### config.mk
export PLATFORM = sky130hd
export DESIGN_NAME = codebank_ctrl
export DESIGN_NICKNAME = d
export VERILOG_FILES = /design/src/rtl/cbs_pkg.sv /design/src/rtl/cbs_flow_decode.sv /design/src/rtl/cbs_bank_stack.sv /design/src/rtl/codebank_ctrl.sv
export SDC_FILE = /design/constraint.sdc
export NUM_CORES = 1
export LEC_CHECK = 0
export ABC_AREA = 1
export BUFFER_PORTS_ARGS = -buffer_cell sky130_fd_sc_hd__buf_2
export CORE_ASPECT_RATIO = 0.9
export CORE_MARGIN = 2
export CORE_UTILIZATION = 51
export DETAILED_ROUTE_END_ITERATION = 10
export PLACE_DENSITY = 0.78
export SLEW_MARGIN = 20
export SYNTH_ARGS = -nofsm -noshare
export SYNTH_HDL_FRONTEND = slang
export SYNTH_SLANG_ARGS = --single-unit
export TNS_END_PERCENT = 10
### constraint.sdc
create_clock -name clk -period 4.2 [get_ports clk]
set_clock_uncertainty 0.2 [all_clocks]
set_input_delay 0 -clock clk [delete_from_list [all_inputs] [get_ports clk]]
set_output_delay 0 -clock clk [all_outputs]
set_load 0.01 [all_outputs]
### src/rtl/cbs_pkg.sv
package cbs_pkg;
  typedef enum logic [1:0] {STK_NONE = 2'd0, STK_PUSH = 2'd1, STK_POP = 2'd2} stk_op_e;
  typedef enum logic [1:0] {SRC_KEEP = 2'd0, SRC_ZERO = 2'd1, SRC_PEND = 2'd2, SRC_POPPED = 2'd3} cur_src_e;
  localparam logic [1:0] ADDR_SEL = 2'd0;
  localparam logic [1:0] ADDR_STK = 2'd1;
  localparam logic [1:0] ADDR_CTL = 2'd2;
endpackage

### src/rtl/cbs_flow_decode.sv
module cbs_flow_decode
  import cbs_pkg::*;
(
  input  logic     en,
  input  logic     ev_lcall,
  input  logic     ev_ljmp,
  input  logic     ev_acall,
  input  logic     ev_ret,
  input  logic     ev_intack,
  input  logic     ev_reti,
  output stk_op_e  op,
  output cur_src_e src
);
  // Priority: interrupt, long call/jump, absolute call, return.
  always_comb begin
    op  = STK_NONE;
    src = SRC_KEEP;
    if (en) begin
      if (ev_intack) begin
        op  = STK_PUSH;
        src = SRC_ZERO;
      end else if (ev_lcall || ev_ljmp) begin
        op  = STK_PUSH;
        src = SRC_PEND;
      end else if (ev_acall) begin
        op  = STK_PUSH;
        src = SRC_KEEP;
      end else if (ev_ret || ev_reti) begin
        op  = STK_POP;
        src = SRC_POPPED;
      end
    end
  end
endmodule

### src/rtl/cbs_bank_stack.sv
module cbs_bank_stack
  import cbs_pkg::*;
#(
  parameter int W     = 4,
  parameter int DEPTH = 16,
  parameter int NOPS  = 2
) (
  input  logic          clk,
  input  logic          rst_n,
  input  stk_op_e       op       [NOPS],
  input  logic [W-1:0]  din      [NOPS],
  output logic [W-1:0]  pop_data [NOPS],
  output logic [NOPS-1:0] ovf_hit,
  output logic [NOPS-1:0] udf_hit
);
  localparam int PW = $clog2(DEPTH + 1);
  localparam int IW = $clog2(DEPTH);

  logic [W-1:0]  mem_q [DEPTH];
  logic [W-1:0]  mem_n [DEPTH];
  logic [PW-1:0] sp_q, sp_n;

  // Operations are applied in index order within one cycle.
  always_comb begin
    mem_n   = mem_q;
    sp_n    = sp_q;
    ovf_hit = '0;
    udf_hit = '0;
    for (int k = 0; k < NOPS; k++) begin
      pop_data[k] = '0;
      if (op[k] == STK_PUSH) begin
        if (sp_n == PW'(DEPTH)) begin
          ovf_hit[k] = 1'b1;
        end else begin
          mem_n[sp_n[IW-1:0]] = din[k];
          sp_n = sp_n + PW'(1);
        end
      end else if (op[k] == STK_POP) begin
        if (sp_n == '0) begin
          udf_hit[k] = 1'b1;
        end else begin
          sp_n = sp_n - PW'(1);
          pop_data[k] = mem_n[sp_n[IW-1:0]];
        end
      end
    end
  end

  always_ff @(posedge clk) begin
    if (!rst_n) begin
      sp_q <= '0;
      for (int i = 0; i < DEPTH; i++) mem_q[i] <= '0;
    end else begin
      sp_q  <= sp_n;
      mem_q <= mem_n;
    end
  end
endmodule

### src/rtl/codebank_ctrl.sv
module codebank_ctrl
  import cbs_pkg::*;
#(
  parameter int BANK_W = 4,
  parameter int DEPTH  = 16
) (
  input  logic              clk,
  input  logic              rst_n,
  input  logic              ev_lcall,
  input  logic              ev_ljmp,
  input  logic              ev_acall,
  input  logic              ev_ret,
  input  logic              ev_intack,
  input  logic              ev_reti,
  input  logic              sfr_wr,
  input  logic              sfr_rd,
  input  logic [1:0]        sfr_addr,
  input  logic [BANK_W-1:0] sfr_wdata,
  output logic [BANK_W-1:0] sfr_rdata,
  output logic [BANK_W-1:0] code_bank
);
  localparam int NOPS = 2;
  localparam int EV   = 0;
  localparam int SW   = 1;

  logic [BANK_W-1:0] cur_q, pend_q, rdata_q;
  logic              en_q, ovf_q, udf_q;

  stk_op_e           st_op   [NOPS];
  logic [BANK_W-1:0] st_din  [NOPS];
  logic [BANK_W-1:0] st_pop  [NOPS];
  logic [NOPS-1:0]   st_ovf, st_udf;
  stk_op_e           ev_op;
  cur_src_e          ev_src;

  logic              do_wr, do_rd;
  logic [BANK_W-1:0] cur_ev;
  logic              ovf_ev, udf_ev;

  assign do_wr = sfr_wr;
  assign do_rd = sfr_rd && !sfr_wr;

  cbs_flow_decode u_dec (
    .en        (en_q),
    .ev_lcall  (ev_lcall),
    .ev_ljmp   (ev_ljmp),
    .ev_acall  (ev_acall),
    .ev_ret    (ev_ret),
    .ev_intack (ev_intack),
    .ev_reti   (ev_reti),
    .op        (ev_op),
    .src       (ev_src)
  );

  // Port 0 carries the flow event, port 1 the register access after it.
  always_comb begin
    st_op[EV]  = ev_op;
    st_din[EV] = cur_q;
    st_din[SW] = sfr_wdata;
    if (do_wr && sfr_addr == ADDR_STK)      st_op[SW] = STK_PUSH;
    else if (do_rd && sfr_addr == ADDR_STK) st_op[SW] = STK_POP;
    else                                    st_op[SW] = STK_NONE;
  end

  cbs_bank_stack #(.W(BANK_W), .DEPTH(DEPTH), .NOPS(NOPS)) u_stk (
    .clk      (clk),
    .rst_n    (rst_n),
    .op       (st_op),
    .din      (st_din),
    .pop_data (st_pop),
    .ovf_hit  (st_ovf),
    .udf_hit  (st_udf)
  );

  always_comb begin
    unique case (ev_src)
      SRC_ZERO:   cur_ev = '0;
      SRC_PEND:   cur_ev = pend_q;
      SRC_POPPED: cur_ev = st_pop[EV];
      default:    cur_ev = cur_q;
    endcase
  end

  assign ovf_ev = ovf_q | st_ovf[EV];
  assign udf_ev = udf_q | st_udf[EV];

  always_ff @(posedge clk) begin
    if (!rst_n) begin
      cur_q   <= '0;
      pend_q  <= '0;
      rdata_q <= '0;
      en_q    <= 1'b0;
      ovf_q   <= 1'b0;
      udf_q   <= 1'b0;
    end else begin
      cur_q <= cur_ev;
      ovf_q <= (ovf_ev | st_ovf[SW]) & ~(do_wr && sfr_addr == ADDR_CTL && sfr_wdata[1]);
      udf_q <= (udf_ev | st_udf[SW]) & ~(do_wr && sfr_addr == ADDR_CTL && sfr_wdata[2]);
      if (do_wr && sfr_addr == ADDR_SEL) pend_q <= sfr_wdata;
      if (do_wr && sfr_addr == ADDR_CTL) en_q <= sfr_wdata[0];
      if (do_rd) begin
        unique case (sfr_addr)
          ADDR_SEL: rdata_q <= cur_ev;
          ADDR_STK: rdata_q <= st_pop[SW];
          ADDR_CTL: rdata_q <= BANK_W'({udf_ev, ovf_ev, en_q});
          default:  rdata_q <= '0;
        endcase
      end
    end
  end

  assign code_bank = cur_q;
  assign sfr_rdata = rdata_q;
endmodule

==> flow_summary.ini, run 1 <==
[placement]
hpwl_mm = 17.4
gp_routability_congestion = 1.19
place_worst_setup_slack_ps = 762
number_of_port_buffers = 23

[floorplanning]
row_count = 39
top_ports = 24
start_util = 0.519
die-width_microns = 123
chipHeight_microns = 112
design.core.area_sq_um = 12600
die_area_sq_um = 13800

[route]
via_count = 7859
route.detailed.drc = 0
drt-pass1-iter-count = 9
vias_per_cell = 6.06
route.final.wire_length_mm = 24.6
antenna_left = 0
dr.first_iter.drc_count = 1274
drt-wirelength-per-cell_microns = 19.0

[clock_tree]
numCtsBuffers = 9
cts.clk_slew.worst_paths_ps = 60
ctsLongestPathBuffers = 2
cts_max_level = 3
clk-insertion-delay-late_ps = 370
cts_tree = built
postCtsSetupRepairBufs = 0
cts_num_sinks = 84
clockRootBuffer = sky130_fd_sc_hd__clkbuf_16

[yosys]
synthesis.nets = 1141
warnings_from_yosys = 0
synth_xor_area_frac = 0.00764
synth_enable_flop_cells = 0
ys.flop_type = sky130_fd_sc_hd__dfxtp_1
synth.yosys.seq_area_share = 0.257
dominant_combinational_cell_family_by_area_after_synthesis = simple AND/OR/NAND/NOR gates
synth_cells = 1120
muxShareOfSynthArea = 0
avg_cell_area_syn_sq_um = 5.85
async_reset_ff_frac = 0
syn-cell-area_sq_um = 6550
post_synth_fa_ha_maj_area_fraction = 0.00955
synthDistinctLibCells = 38
synth_compound_area_frac = 0.248
yosys.area_share.simple = 0.374
count_of_state_elements_after_synthesis = 84

[setup_path]
cp_data_arrival_time_ps = 3970
worstPathRequired_ps = 4290
critPathLaunchType = flip-flop
critical_path_endpoint_category = flip-flop
setup.worst_path.class = reg2reg
maximum_fanout_along_the_worst_path = 46

[final_layout]
antenna-diode-count = 0
synthToLayoutAreaGrowth_pct = 9.16
final_common_cell = sky130_fd_sc_hd__nand2_1
layout.cells.most_common_list = 364 x sky130_fd_sc_hd__nand2_1, 132 x sky130_fd_sc_hd__o21ai_0, 107 x sky130_fd_sc_hd__a21oi_1, 96 x sky130_fd_sc_hd__inv_1, 84 x sky130_fd_sc_hd__dfxtp_1
nets = 1149
drive_above_1_share = 0.102
finish.utilization = 0.566

[global_routing]
globalRoute.totalOverflow = 0
grt_first_pass_wirelength_mm = 38.4
grt_util_all_layers = 0.363
number_of_antenna_violations_at_the_first_check_in_global_routing = 0
grt_max_degree = 48
first_global_vias = 7161

[run]
max_cap_violations = 0

[sta]
final-hold-violation-count = 0
fmaxAchievable_mhz = 258
maxSlewViolCount = 0
final.period_utilization = 0.923
grt_setup_unrepaired = no
tightest_slew_ps = 894
finalHoldWorstSlack_ps = 42.9
fin_setup_tns_ps = 0
finalCriticalPeriod_ps = 3880
timing.max_slew.rel_slack = 0.404
setup_violations = 0
postLayoutSetupSlackWorst_ps = 324

[pwr]
max-vdd-ir-drop_mv = 0.231
leakage_nw = 3.30
finalPower_mw = 2.57
power.density_nw_per_um2 = 359

[hold_path]
min_path_type = in2reg

[outcome]
status = complete, no violations
==> repair_timing <==
action	in CTS	in global routing
endpoints found under the hold margin	28	0
gates resized for setup	0	3
endpoints found under the setup margin	0	2
hold buffers	13	0
==> power by group <==
part	leakage (nW)	total, mW	switching, mW	internal [mW]
sequential	0.682	0.851	0.0212	0.829
combinational	2.47	0.877	0.621	0.256
clock	0.146	0.841	0.362	0.480
total	3.30	2.57	1.00	1.57
==> critical path, stage by stage, from the launching register on <==
cell and delay [ps]:
sky130_fd_sc_hd__dfxtp_1 340, sky130_fd_sc_hd__buf_4 440, sky130_fd_sc_hd__ha_1 520, sky130_fd_sc_hd__nand2_1 310
sky130_fd_sc_hd__xor2_1 210, sky130_fd_sc_hd__a21oi_1 350, sky130_fd_sc_hd__inv_1 130, sky130_fd_sc_hd__nand2_2 150
sky130_fd_sc_hd__nand2_2 100, sky130_fd_sc_hd__inv_2 130, sky130_fd_sc_hd__nand3_1 100, sky130_fd_sc_hd__nand2_1 70
sky130_fd_sc_hd__nand2_1 50, sky130_fd_sc_hd__dlygate4sd3_1 550, sky130_fd_sc_hd__a21oi_1 120
==> cell type report <==
type                            count  area [sq um]
Fill cell                        1228          5480
Timing Repair Buffer               51           358
Clock inverter                      5          60.1
Multi-Input combinational cell    873          4200
Tap cell                          164           205
Sequential cell                    84          1680
Clock buffer                       11           243
Inverter                          109           410
==> sequential cells by signal, summed over array words and instances, names as in the netlist <==
| signal | flops |
|---|---|
| ovf_q | 1 |
| pend_q | 4 |
| u_stk.mem_q | 64 |
| sfr_rdata | 4 |
| udf_q | 1 |
| u_stk.sp_q | 5 |
| en_q | 1 |
| code_bank | 4 |
==> cells in the mapped netlist (5+ instances only) <==
cell / instances / share of area
sky130_fd_sc_hd__o21ai_1: 9 / 0.0069
sky130_fd_sc_hd__o221ai_1: 5 / 0.0067
sky130_fd_sc_hd__a31oi_1: 5 / 0.0048
sky130_fd_sc_hd__nor2_1: 76 / 0.044
sky130_fd_sc_hd__nand3_1: 79 / 0.060
sky130_fd_sc_hd__clkbuf_1: 33 / 0.019
sky130_fd_sc_hd__nor2_2: 9 / 0.0086
sky130_fd_sc_hd__o21ai_0: 132 / 0.10
sky130_fd_sc_hd__inv_2: 12 / 0.0069
sky130_fd_sc_hd__ha_1: 5 / 0.0095
sky130_fd_sc_hd__nor2_4: 7 / 0.012
sky130_fd_sc_hd__buf_6: 5 / 0.0086
sky130_fd_sc_hd__nand3_2: 6 / 0.0092
sky130_fd_sc_hd__buf_2: 9 / 0.0069
sky130_fd_sc_hd__nand2_2: 13 / 0.012
sky130_fd_sc_hd__inv_1: 96 / 0.055
sky130_fd_sc_hd__a21oi_1: 107 / 0.082
sky130_fd_sc_hd__buf_4: 6 / 0.0069
sky130_fd_sc_hd__dfxtp_1: 84 / 0.26
sky130_fd_sc_hd__a211oi_1: 23 / 0.026
sky130_fd_sc_hd__nand2_1: 364 / 0.21
==> cells by family after synthesis <==
logic type | count (synthesis)
buf+inv | 163
fa+ha+maj | 5
simple gates | 567
compound gates | 297
xor+xnor | 4
flops | 84
==> worst paths after layout <==
check | start | end | slack (ps) | depth (start not counted)
setup / recovery | u_stk.sp_q[0]$_SDFF_PN0_ | sfr_rdata[2]$_SDFFE_PN0P_ | 320 | 14
hold / removal | ev_lcall | code_bank[3]$_SDFF_PN0_ | 40 | 5
setup reg to reg | u_stk.sp_q[0]$_SDFF_PN0_ | sfr_rdata[2]$_SDFFE_PN0P_ | 320 | 14
hold reg to reg | sfr_rdata[2]$_SDFFE_PN0P_ | sfr_rdata[2]$_SDFFE_PN0P_ | 280 | 2
==> per-layer routing <==
| layer | global-route usage | up-vias | share of wire |
|---|---|---|---|
| met5 | 0.0221 | - | 0 |
| met4 | 0.212 | 0 | 0.066 |
| met3 | 0.135 | 143 | 0.15 |
| met2 | 0.505 | 602 | 0.40 |
| met1 | 0.474 | 3403 | 0.38 |
| li1 | - | 3711 | - |
==> stage by stage <==
| step | instances | instance area [sq um] |
|---|---|---|
| global placement | 1268 | 6710 |
| detailed placement | 1268 | 6710 |
| CTS | 1297 | 7150 |
| global route | 1297 | 7150 |
| finish | 1297 | 7150 |
| floorplan | 1120 | 6550 |
Power figures use the tool's default switching activity.
==> run 2, diff against run 1 <==
--- a/config.mk
+++ b/config.mk
@@ -11,6 +11,7 @@
 export CORE_MARGIN = 2
 export CORE_UTILIZATION = 51
 export DETAILED_ROUTE_END_ITERATION = 10
+export MAX_ROUTING_LAYER = met4
 export PLACE_DENSITY = 0.78
 export SLEW_MARGIN = 20
 export SYNTH_ARGS = -nofsm -noshare
==> run 2 against run 1 <==
Against the previous run:
- sequential power hardly changed
- utilization is 0.19 points higher
- setup slack worse by 97 ps
- critical path depth is 3 higher
- power is 0.68% higher
- routed wire length is 0.41% higher
- sequential share of layout area is 0.078 points lower
- critical endpoint is now sfr_rdata[0]$_SDFFE_PN0P_
- worst hold slack better by 12 ps
- global-route usage is 1.8 points higher
- combinational power hardly changed
- clock power is 2% higher
- register-to-register slack worse by 97 ps
==> flow_summary.ini, run 2 (synthesis gave the netlist of run 1 again) <==
[outcome]
status = complete, no violations

[sta]
timing.max_slew.rel_slack = 0.392
fmaxAchievable_mhz = 252
fin_setup_tns_ps = 0
final.period_utilization = 0.946
grt_setup_unrepaired = no
setup_violations = 0
tightest_slew_ps = 912
finalHoldWorstSlack_ps = 55.3
postLayoutSetupSlackWorst_ps = 227
maxSlewViolCount = 0
finalCriticalPeriod_ps = 3970
final-hold-violation-count = 0

[route]
antenna_left = 0
drt-pass1-iter-count = 6
drt-wirelength-per-cell_microns = 19.0
dr.first_iter.drc_count = 1302
vias_per_cell = 6.14
route.detailed.drc = 0
via_count = 7976
route.final.wire_length_mm = 24.7

[global_routing]
grt_first_pass_wirelength_mm = 38.9
number_of_antenna_violations_at_the_first_check_in_global_routing = 0
grt_max_degree = 48
grt_util_all_layers = 0.381
globalRoute.totalOverflow = 0
first_global_vias = 7178

[final_layout]
nets = 1151
final_common_cell = sky130_fd_sc_hd__nand2_1
largest-register = u_stk.mem_q
final_cells = 1299
drive_above_1_share = 0.104
num-fill-cells = 1279
area_of_the_multi_input_gates_sq_um = 4200
layout.cells.most_common_list = 364 x sky130_fd_sc_hd__nand2_1, 131 x sky130_fd_sc_hd__o21ai_0, 107 x sky130_fd_sc_hd__a21oi_1, 96 x sky130_fd_sc_hd__inv_1, 84 x sky130_fd_sc_hd__dfxtp_1
seqCellArea_sq_um = 1680
antenna-diode-count = 0
layout_top_registers = u_stk.mem_q (64), u_stk.sp_q (5)
post-route-cell-area_sq_um = 7180
largest_register_ff_count = 64
synthToLayoutAreaGrowth_pct = 9.53

[floorplanning]
design.core.area_sq_um = 12600
die-width_microns = 123
chipHeight_microns = 112
top_ports = 24
start_util = 0.519
die_area_sq_um = 13800
row_count = 39

[setup_path]
crit_path_start = u_stk.sp_q[1]$_SDFF_PN0_
regToRegEndpoint = sfr_rdata[0]$_SDFFE_PN0P_
rr_startpoint = u_stk.sp_q[1]$_SDFF_PN0_
ff2ff_setup_slack_ps = 230
critPathLaunchType = flip-flop
worstPathRequired_ps = 4220
maximum_fanout_along_the_worst_path = 14
worstSetupEndpoint = sfr_rdata[0]$_SDFFE_PN0P_
setup.worst_path.class = reg2reg
cp_data_arrival_time_ps = 4000
r2r.worst_path.cells = 17
critical_path_endpoint_category = flip-flop

[hold_path]
worstHoldPathCells = 5
min_path_type = in2reg

[placement]
postPlaceCellArea_sq_um = 6730
hpwl_mm = 17.6
number_of_port_buffers = 23
place_worst_setup_slack_ps = 868
placed_cells = 1270
gp_routability_congestion = 1.20

[clock_tree]
numCtsBuffers = 9
cts.clk_slew.worst_paths_ps = 70
clk-insertion-delay-late_ps = 360
cts_num_sinks = 84
cts_max_level = 3
ctsLongestPathBuffers = 2
cts_tree = built
clockRootBuffer = sky130_fd_sc_hd__clkbuf_16
postCtsSetupRepairBufs = 0

[pwr]
max-vdd-ir-drop_mv = 0.227
leakage_nw = 3.32
power.density_nw_per_um2 = 360

[run]
max_cap_violations = 0
-- run 2: what timing repair did --
action | 4_1_cts | 5_1_grt
hold buffers | 13 | 0
endpoints found under the hold margin | 32 | 0
endpoints found under the setup margin | 0 | 2
resized for setup | 0 | 3
-- run 2: per-stage QoR --
step	util	total power [mW]
after floorplan	-	1.47
final	0.568	2.59
after global placement	0.532	1.68
after CTS	0.567	2.54
after detailed placement	0.532	1.69
after global routing	0.568	2.69
-- run 2: power by group --
part           total, mW  leakage (nW)  switching, mW  internal (mW)
Sequential         0.853         0.682         0.0237          0.830
Clock              0.858         0.152          0.363          0.495
Combinational      0.876          2.48          0.618          0.257
-- run 2: final cells by class --
class,count,area share
sequential,84,0.234
clock buffer,11,0.0352
inverter,109,0.0570
multi-input combinational,873,0.585
tap,164,0.0286
timing repair buffer,53,0.0519
clock inverter,5,0.00837
-- run 2: worst max-delay path: stages (launching register included) --
cell and delay (ps):
sky130_fd_sc_hd__dfxtp_1 460, sky130_fd_sc_hd__inv_1 160, sky130_fd_sc_hd__ha_2 270, sky130_fd_sc_hd__nand3_4 220
sky130_fd_sc_hd__inv_2 150, sky130_fd_sc_hd__nor2_2 430, sky130_fd_sc_hd__nand2_1 270, sky130_fd_sc_hd__o21ai_0 270
sky130_fd_sc_hd__nand2_1 150, sky130_fd_sc_hd__nand2_1 120, sky130_fd_sc_hd__nand2_1 90, sky130_fd_sc_hd__nand3_1 100
sky130_fd_sc_hd__nand3_1 90, sky130_fd_sc_hd__nand3_1 120, sky130_fd_sc_hd__nand2_1 50, sky130_fd_sc_hd__nand2_1 50
sky130_fd_sc_hd__dlygate4sd3_1 550, sky130_fd_sc_hd__a21oi_1 60
-- run 2: metal layers --
metal	share of wire	vias up	track usage
met5	0	-	-
met4	0.064	0	0.217
met2	0.41	620	0.520
met1	0.38	3519	0.474
met3	0.15	130	0.145
li1	-	3707	-
-- run 2: how the worst min path moves through the flow --
stage                                 end         start
2_1_floorplan   u_stk.mem_q[0]$_SDFF_PN0_  sfr_wdata[0]
3_3_place_gp   u_stk.mem_q[25]$_SDFF_PN0_  sfr_wdata[1]
3_5_place_dp   u_stk.mem_q[26]$_SDFF_PN0_  sfr_wdata[2]
4_1_cts           code_bank[3]$_SDFF_PN0_      ev_lcall
5_1_grt           code_bank[0]$_SDFF_PN0_      ev_lcall
6_report          code_bank[3]$_SDFF_PN0_      ev_lcall
